$ cat src/rtl/ss_pkg.sv
package ss_pkg;

    // Code unit is 0.1 mV
    localparam int unsigned SS_REF_W_DEF  = 13;
    localparam int unsigned SS_STEP_DEF   = 12;    // 1.2 mV
    localparam int unsigned SS_TARGET_DEF = 5000;  // 500 mV

    typedef enum logic [1:0] {
        PH_IDLE = 2'd0,
        PH_RAMP = 2'd1,
        PH_HOLD = 2'd2
    } ss_phase_e;

    // Saturating increment of the ramp code
    function automatic int unsigned sat_step(input int unsigned cur,
                                             input int unsigned step,
                                             input int unsigned lim);
        int unsigned nxt;
        nxt = cur + step;
        return (nxt >= lim) ? lim : nxt;
    endfunction

    // Ticks needed to reach the limit
    function automatic int unsigned ramp_ticks(input int unsigned step,
                                               input int unsigned lim);
        return (lim + step - 1) / step;
    endfunction

endpackage

$ cat src/rtl/ss_tick_div.sv
module ss_tick_div #(
    parameter int unsigned DIV = 200
) (
    input  logic clk,
    input  logic rst,
    input  logic run,
    output logic tick
);
    localparam int unsigned CNT_W = (DIV > 1) ? $clog2(DIV) : 1;
    localparam logic [CNT_W-1:0] LAST = CNT_W'(DIV - 1);

    generate
        if (DIV <= 1) begin : g_passthru
            assign tick = run;
        end else begin : g_count
            logic [CNT_W-1:0] cnt;
            always_ff @(posedge clk) begin
                if (rst || !run) begin
                    cnt <= '0;
                end else if (cnt == LAST) begin
                    cnt <= '0;
                end else begin
                    cnt <= cnt + 1'b1;
                end
            end
            assign tick = run && (cnt == LAST);
        end
    endgenerate
endmodule

$ cat src/rtl/ss_ramp_acc.sv
module ss_ramp_acc
    import ss_pkg::*;
#(
    parameter int unsigned REF_W  = SS_REF_W_DEF,
    parameter int unsigned STEP   = SS_STEP_DEF,
    parameter int unsigned TARGET = SS_TARGET_DEF
) (
    input  logic             clk,
    input  logic             rst,
    input  logic             clear,
    input  logic             step_en,
    output logic [REF_W-1:0] acc,
    output logic             last_step
);
    logic [REF_W-1:0] acc_nxt;

    always_comb begin
        acc_nxt   = REF_W'(sat_step(int'(acc), STEP, TARGET));
        last_step = step_en && (int'(acc) + STEP >= TARGET);
    end

    always_ff @(posedge clk) begin
        if (rst || clear) begin
            acc <= '0;
        end else if (step_en) begin
            acc <= acc_nxt;
        end
    end
endmodule

$ cat src/rtl/ss_phase_ctrl.sv
module ss_phase_ctrl
    import ss_pkg::*;
(
    input  logic      clk,
    input  logic      rst,
    input  logic      enable,
    input  logic      last_step,
    output ss_phase_e phase
);
    ss_phase_e phase_nxt;

    always_comb begin
        phase_nxt = phase;
        if (!enable) begin
            phase_nxt = PH_IDLE;
        end else begin
            unique case (phase)
                PH_IDLE: phase_nxt = PH_RAMP;
                PH_RAMP: if (last_step) phase_nxt = PH_HOLD;
                PH_HOLD: phase_nxt = PH_HOLD;
                default: phase_nxt = PH_IDLE;
            endcase
        end
    end

    always_ff @(posedge clk) begin
        if (rst) begin
            phase <= PH_IDLE;
        end else begin
            phase <= phase_nxt;
        end
    end
endmodule

$ cat src/rtl/ss_ref_ramp.sv
module ss_ref_ramp
    import ss_pkg::*;
#(
    parameter int unsigned CLK_HZ  = 100_000_000,
    parameter int unsigned TICK_HZ = 500_000,
    parameter int unsigned REF_W   = SS_REF_W_DEF,
    parameter int unsigned STEP    = SS_STEP_DEF,
    parameter int unsigned TARGET  = SS_TARGET_DEF
) (
    input  logic             clk,
    input  logic             rst,
    input  logic             enable,
    output logic [REF_W-1:0] ref_code,
    output logic             ss_active,
    output logic             ss_done
);
    localparam int unsigned DIV = (CLK_HZ / TICK_HZ > 0) ? CLK_HZ / TICK_HZ : 1;
    localparam logic [REF_W-1:0] FIXED_REF = REF_W'(TARGET);

    ss_phase_e        phase;
    logic             tick;
    logic             last_step;
    logic [REF_W-1:0] ramp_val;
    logic             in_ramp;

    assign in_ramp = (phase == PH_RAMP);

    ss_tick_div #(.DIV(DIV)) u_div (
        .clk  (clk),
        .rst  (rst),
        .run  (in_ramp),
        .tick (tick)
    );

    ss_ramp_acc #(.REF_W(REF_W), .STEP(STEP), .TARGET(TARGET)) u_acc (
        .clk       (clk),
        .rst       (rst),
        .clear     (!enable),
        .step_en   (tick),
        .acc       (ramp_val),
        .last_step (last_step)
    );

    ss_phase_ctrl u_ctrl (
        .clk       (clk),
        .rst       (rst),
        .enable    (enable),
        .last_step (last_step),
        .phase     (phase)
    );

    // Hand-over: the fixed reference replaces the ramp once complete
    always_comb begin
        ref_code  = (phase == PH_HOLD) ? FIXED_REF : ramp_val;
        ss_active = in_ramp;
        ss_done   = (phase == PH_HOLD);
    end
endmodule

$ cat config.mk
export PLATFORM = sky130hd
export DESIGN_NAME = ss_ref_ramp
export DESIGN_NICKNAME = d
export VERILOG_FILES = /design/src/rtl/ss_pkg.sv /design/src/rtl/ss_tick_div.sv /design/src/rtl/ss_ramp_acc.sv /design/src/rtl/ss_phase_ctrl.sv /design/src/rtl/ss_ref_ramp.sv
export SDC_FILE = /design/constraint.sdc
export NUM_CORES = 1
export LEC_CHECK = 0
export BUFFER_PORTS_ARGS = -buffer_cell sky130_fd_sc_hd__buf_2
export CORE_UTILIZATION = 50
export DETAILED_ROUTE_END_ITERATION = 10
export GPL_TIMING_DRIVEN = 0
export PLACE_DENSITY = 0.76
export RECOVER_POWER = 25
export SYNTH_ARGS = -nofsm -noshare
export SYNTH_HDL_FRONTEND = slang
export SYNTH_SLANG_ARGS = --single-unit
$ cat constraint.sdc
create_clock -name clk -period 3.23 [get_ports clk]
set_input_delay 0.1615 -clock clk [delete_from_list [all_inputs] [get_ports clk]]
set_output_delay 0.1615 -clock clk [all_outputs]
set_load 0.02 [all_outputs]
== Word level (Yosys, flattened, before mapping) ==
Index checks and enable logic that the tools add are counted.
Cells by class
  mux-type cells: 4
  eq/ne operators: 4
  add/sub/neg operators: 2
  order comparisons: 1
  reduce and logical (&&, ||, !) cells: 9
  bitwise gates (word level): 1
Operators by type and width (count)
  $mux W13: 2
  $add A13 B4 Y14 const B: 1
  $ge A14 B13 Y1 const B: 1
  $add A8 B1 Y8 const B: 1
  $eq A8 B8 Y1 const B: 1
  $pmux W2 S3: 1
  $reduce_or A2 Y1: 2
  $eq A2 B1 Y1 const B: 1
  $eq A2 B2 Y1 const B: 1
  $logic_and A1 B1 Y1: 2
  $logic_not A1 Y1: 2
  $logic_not A2 Y1: 1
  $logic_or A1 B1 Y1: 2
  $mux W2: 1
  $ne A2 B2 Y1 const B: 1
  $not A1 Y1: 1
Storage, ports and cells
  logic and storage cells: 24
  output and inout port bits: 15
  register bits: 23

== Longest topological paths before layout ==
  depth in word-level cells: 5
  depth in mapped cells: 9
  depth with buffers taken out: 8

== Hierarchy ==
From an unflattened synthesis, not the netlist that was laid out.
Second synthesis, totals
  cells, all modules: 179
  area, all modules: 1447.6 um^2
By module, submodules not included
  ss_ramp_acc: area an instance 829.5 um^2, sequential area each 220.2 um^2, instances 1, cells an instance 110
  ss_tick_div: area an instance 356.6 um^2, sequential area each 160.2 um^2, instances 1, cells an instance 39
  ss_ref_ramp: area an instance 141.4 um^2, sequential area each 0.0 um^2, instances 1, cells an instance 18
  ss_phase_ctrl: area an instance 120.1 um^2, sequential area each 40.0 um^2, instances 1, cells an instance 12

== Least setup slack after synthesis ==
Ideal clock, no wire load.
  path type: register -> register
  start: reg u_acc.acc[2]
  end: reg u_acc.acc[7]
  data required time: 3142 ps
  library setup time: 88 ps
  path buffers: 1
  path slack: 989 ps
  cell stages (with the launch flop): 10
  arrival time: 2153 ps
  cell sequence: dfxtp_1 inv_1 ha_1 buf_2 or3b_2 o31a_1 o21a_1 o211a_4 o21a_1 a311oi_2
Between the ends
  longest elaborated chain between the ends: 3
RTL lines
  start: declaration: line ss_ramp_acc.sv:12  | output logic [REF_W-1:0] acc,
  start signal: assignment: line ss_ramp_acc.sv:26  | acc <= acc_nxt;
  $add A13 B4 Y14 (*): line ss_pkg.sv:19  | nxt = cur + step;
  $ge A14 B13 Y1: line ss_pkg.sv:20  | return (nxt >= lim) ? lim : nxt;
  $mux W13 (*): line ss_pkg.sv:20
Mark *: on every way between the ends. The rest lies on a longest branch, timed or not.
A chain may end at the register's enable or synchronous reset.

== Worst setup path after layout ==
Ends and elaborated chain as after synthesis.

==> run summary <==
placed inst area = 1490 sq um
Worst EP arrival = 2.79 ns
power density cells = 279 nW/um^2
Post-CTS Resized = 0
flops & latches, synth = 21
worst reg2reg path depth = 9
highest metal used = met4
fin area = 1520 sq um
layout cell share with drive strength beyond 1 = 20.3%
post-CTS setup buffers = 0
hold buffers post-CTS = 0
Die Span Y = 54.5 um
IO Pins = 18
ratio of final minimum period to clock period = 79.5%
RSZ-0062 raised after global routing = false
outcome = finished clean
Synth async-reset ratio = 0%
delay-heaviest family, CP = compound AO/OA/AOI/OAI gates
maxcap violations = 0
final setup margin = 0.661 ns
starting density of the core = 54.1%
largest net degree at the start of global routing = 12
worst-path maximum fanout = 10
H-tree Lvls = 1
Hold WS = 0.197 ns
max-slew violations = 0
CTS tree = built
core area = 2540 sq um
clock-pin slew on the worst setup and hold paths = 0.11 ns
area of the multi-input gates = 888 sq um
DP HPWL = 2270 um
Final Hold Viols = 0
Port Buf Inserts = 15
clk_lat worst skew = 0.30 ns
Post-synth EDFFs = 0
DIE AREA = 2970 sq um
Vias = 1,244
DR iter-0 viols = 29
Cell Chain, Critical Path = inv_1, ha_1, buf_2, or3b_2, o31a_1, o21a_1, o211ai_1, nand2_1, a311oi_2
Reg area = 420 sq um
CP peak stage delay = 0.46 ns
Final #Nets = 192
CTS max path bufs = 2
critical path type = flip-flop to flip-flop
CP Data Required Time = 3.45 ns
crit end category = flip-flop
ant diodes = 0
first-pass GRT wire length = 4880 um
Max IR drop VDD = 0.000321 V
Area Growth Syn to Fin = 10.1%
total CTS buffers = 3
Synth Area per Inst = 8.50 sq um
initial antenna violation count = 0
Rows = 18
clock root cell = clkbuf_4
CP max stage cell = dfxtp_1
worst hold stages = 4
Final min period = 2.57 ns
cells after synthesis = 162
routed wl met2 = 1350 um
vias in the first global route = 1,062
Post-DRT Antenna Nets = 0
Die Wd = 54.5 um
Filler cells = 260
setup_tns = 0 ns
top achievable clock speed = 389 MHz
LEAKAGE = 0.000593 uW
DR vias/cell = 5.87
Clock Skews = 0.00327 ns
Initial DRT Pass Iterations = 4
Final GP Congestion = 0.846
grt total ovfl = 0
Netlist cell types = 46
met1 WL = 1420 um
clk sink count = 21
GRT Overall Usage = 23.2%
Worst setup SP type = flip-flop
Hold Crit Class = primary input to flip-flop
sequential share of the synthesized area = 30.5%
Post-Route WL = 2940 um
WL/cell = 13.9 um
Synth Cell Area = 1380 sq um
number of synthesis warnings = 0
Final setup viols = 0
Crit. path cell count = 9
met3 routed WL = 161 um
Top FF cell, synth = dfxtp_1
Post-Place Setup Slack = 0.711 ns
Bufs and invs on worst path = 2
DRC = 0
## sequential cells by signal (all words and copies together) (netlist names)
name / cells
u_acc.acc: 11
u_ctrl.phase: 2
u_div.g_count.cnt: 8
## cells in the mapped netlist (2+ instances only)
| master | number | area share, % |
|---|---|---|
| inv_1 | 7 | 1.9 |
| nand4_1 | 3 | 1.4 |
| and3_1 | 3 | 1.4 |
| o211ai_1 | 3 | 1.6 |
| nand2b_1 | 3 | 1.4 |
| nand2_1 | 8 | 2.2 |
| a21oi_1 | 4 | 1.5 |
| nor4_1 | 3 | 1.4 |
| o21ai_0 | 5 | 1.8 |
| ha_1 | 6 | 5.4 |
| and2_1 | 2 | 0.91 |
| o2111ai_1 | 2 | 1.3 |
| xor2_1 | 6 | 3.8 |
| nand3_1 | 7 | 2.5 |
| a311oi_1 | 2 | 1.3 |
| buf_2 | 4 | 1.5 |
| nor2_1 | 16 | 4.4 |
| or2_2 | 6 | 2.7 |
| clkbuf_1 | 3 | 0.82 |
| o21a_1 | 2 | 1.1 |
| nand3b_1 | 2 | 1.1 |
| nor2b_1 | 6 | 2.7 |
| buf_4 | 2 | 1.1 |
| nor3_1 | 7 | 2.5 |
| o31ai_1 | 3 | 1.6 |
| dfxtp_1 | 21 | 31 |
| xnor2_1 | 7 | 4.5 |
## placed cells by master (no fill, tap or decap), types with 2 or more instances in the layout
master	synthesis	layout
dfxtp_1	21	21
nor2_1	16	16
buf_2	4	16
nand2_1	8	8
inv_1	7	7
clkbuf_1	3	7
xnor2_1	7	7
nand3_1	7	7
nor3_1	7	7
nor2b_1	6	6
or2_2	6	6
xor2_1	6	6
ha_1	6	6
o21ai_0	5	5
a21oi_1	4	4
nand4_1	3	3
nor4_1	3	3
and3_1	3	3
o31ai_1	3	3
o211ai_1	3	3
nand2b_1	3	3
clkbuf_4	0	3
o21a_1	2	2
and2_1	2	2
nand3b_1	2	2
a311oi_1	2	2
o2111ai_1	2	2
buf_4	2	2
conb_1	1	2
## per-stage QoR
step,util [%],instances,total power [uW]
floorplan,-,163,294
detailed placement,58.7,208,304
global placement,58.7,208,302
global route,59.6,212,442
finish,59.6,212,423
CTS,59.7,212,426
## layout make-up
| class | instances | area share, % |
|---|---|---|
| buffer | 9 | 3.05 |
| clock buffer | 4 | 1.73 |
| inverter | 7 | 1.73 |
| multi-input combinational | 126 | 58.6 |
| sequential | 21 | 27.7 |
| tap | 30 | 2.48 |
| timing repair buffer | 15 | 4.70 |
## worst paths after layout
| kind | slack (ns) | end | startpoint |
|---|---|---|---|
| worst max-delay path | 0.66 | u_acc.acc[7] | u_acc.acc[2] |
| worst min-delay path | 0.20 | u_acc.acc[3] | rst |
| worst max register to register | 0.66 | u_acc.acc[7] | u_acc.acc[2] |
| worst min register to register | 0.45 | u_div.g_count.cnt[0] | u_div.g_count.cnt[0] |
## logic make-up (layout without fill, tap and decap cells)
| group | Yosys count | after routing | synth area share, % |
|---|---|---|---|
| xor gates and xnor gates | 13 | 13 | 8.27 |
| DFF | 21 | 21 | 30.5 |
| other | 1 | 2 | 0.272 |
| adders and majority gates | 6 | 6 | 5.45 |
| and+or+nand+nor | 73 | 73 | 30.6 |
| AOI/OAI and AO/OA | 30 | 30 | 18.1 |
| muxes | 2 | 2 | 1.54 |
| buffers and inverters | 16 | 35 | 5.27 |
## where the power goes
part           total [uW]  leakage [uW]  internal, uW  switching, uW
registers             263      0.000169           261           1.62
logic                35.2      0.000409          12.5           22.7
clock network         125     0.0000150          48.1           76.6
total                 423      0.000593           322            101
## metal layers
layer | vias to the layer above | track usage (%)
li1 | 612 | -
met1 | 591 | 31.7
met2 | 37 | 35.8
met3 | 4 | 6.67
met4 | 0 | 5.13
met5 | - | 0
## worst min-delay path, delay by kind of cell
kind,cells,cell delay (ns)
AOI/OAI and AO/OA,2,0.13
buffers and inverters,1,0.12
and+or+nand+nor,1,0.06
Power figures use the tool's default switching activity.
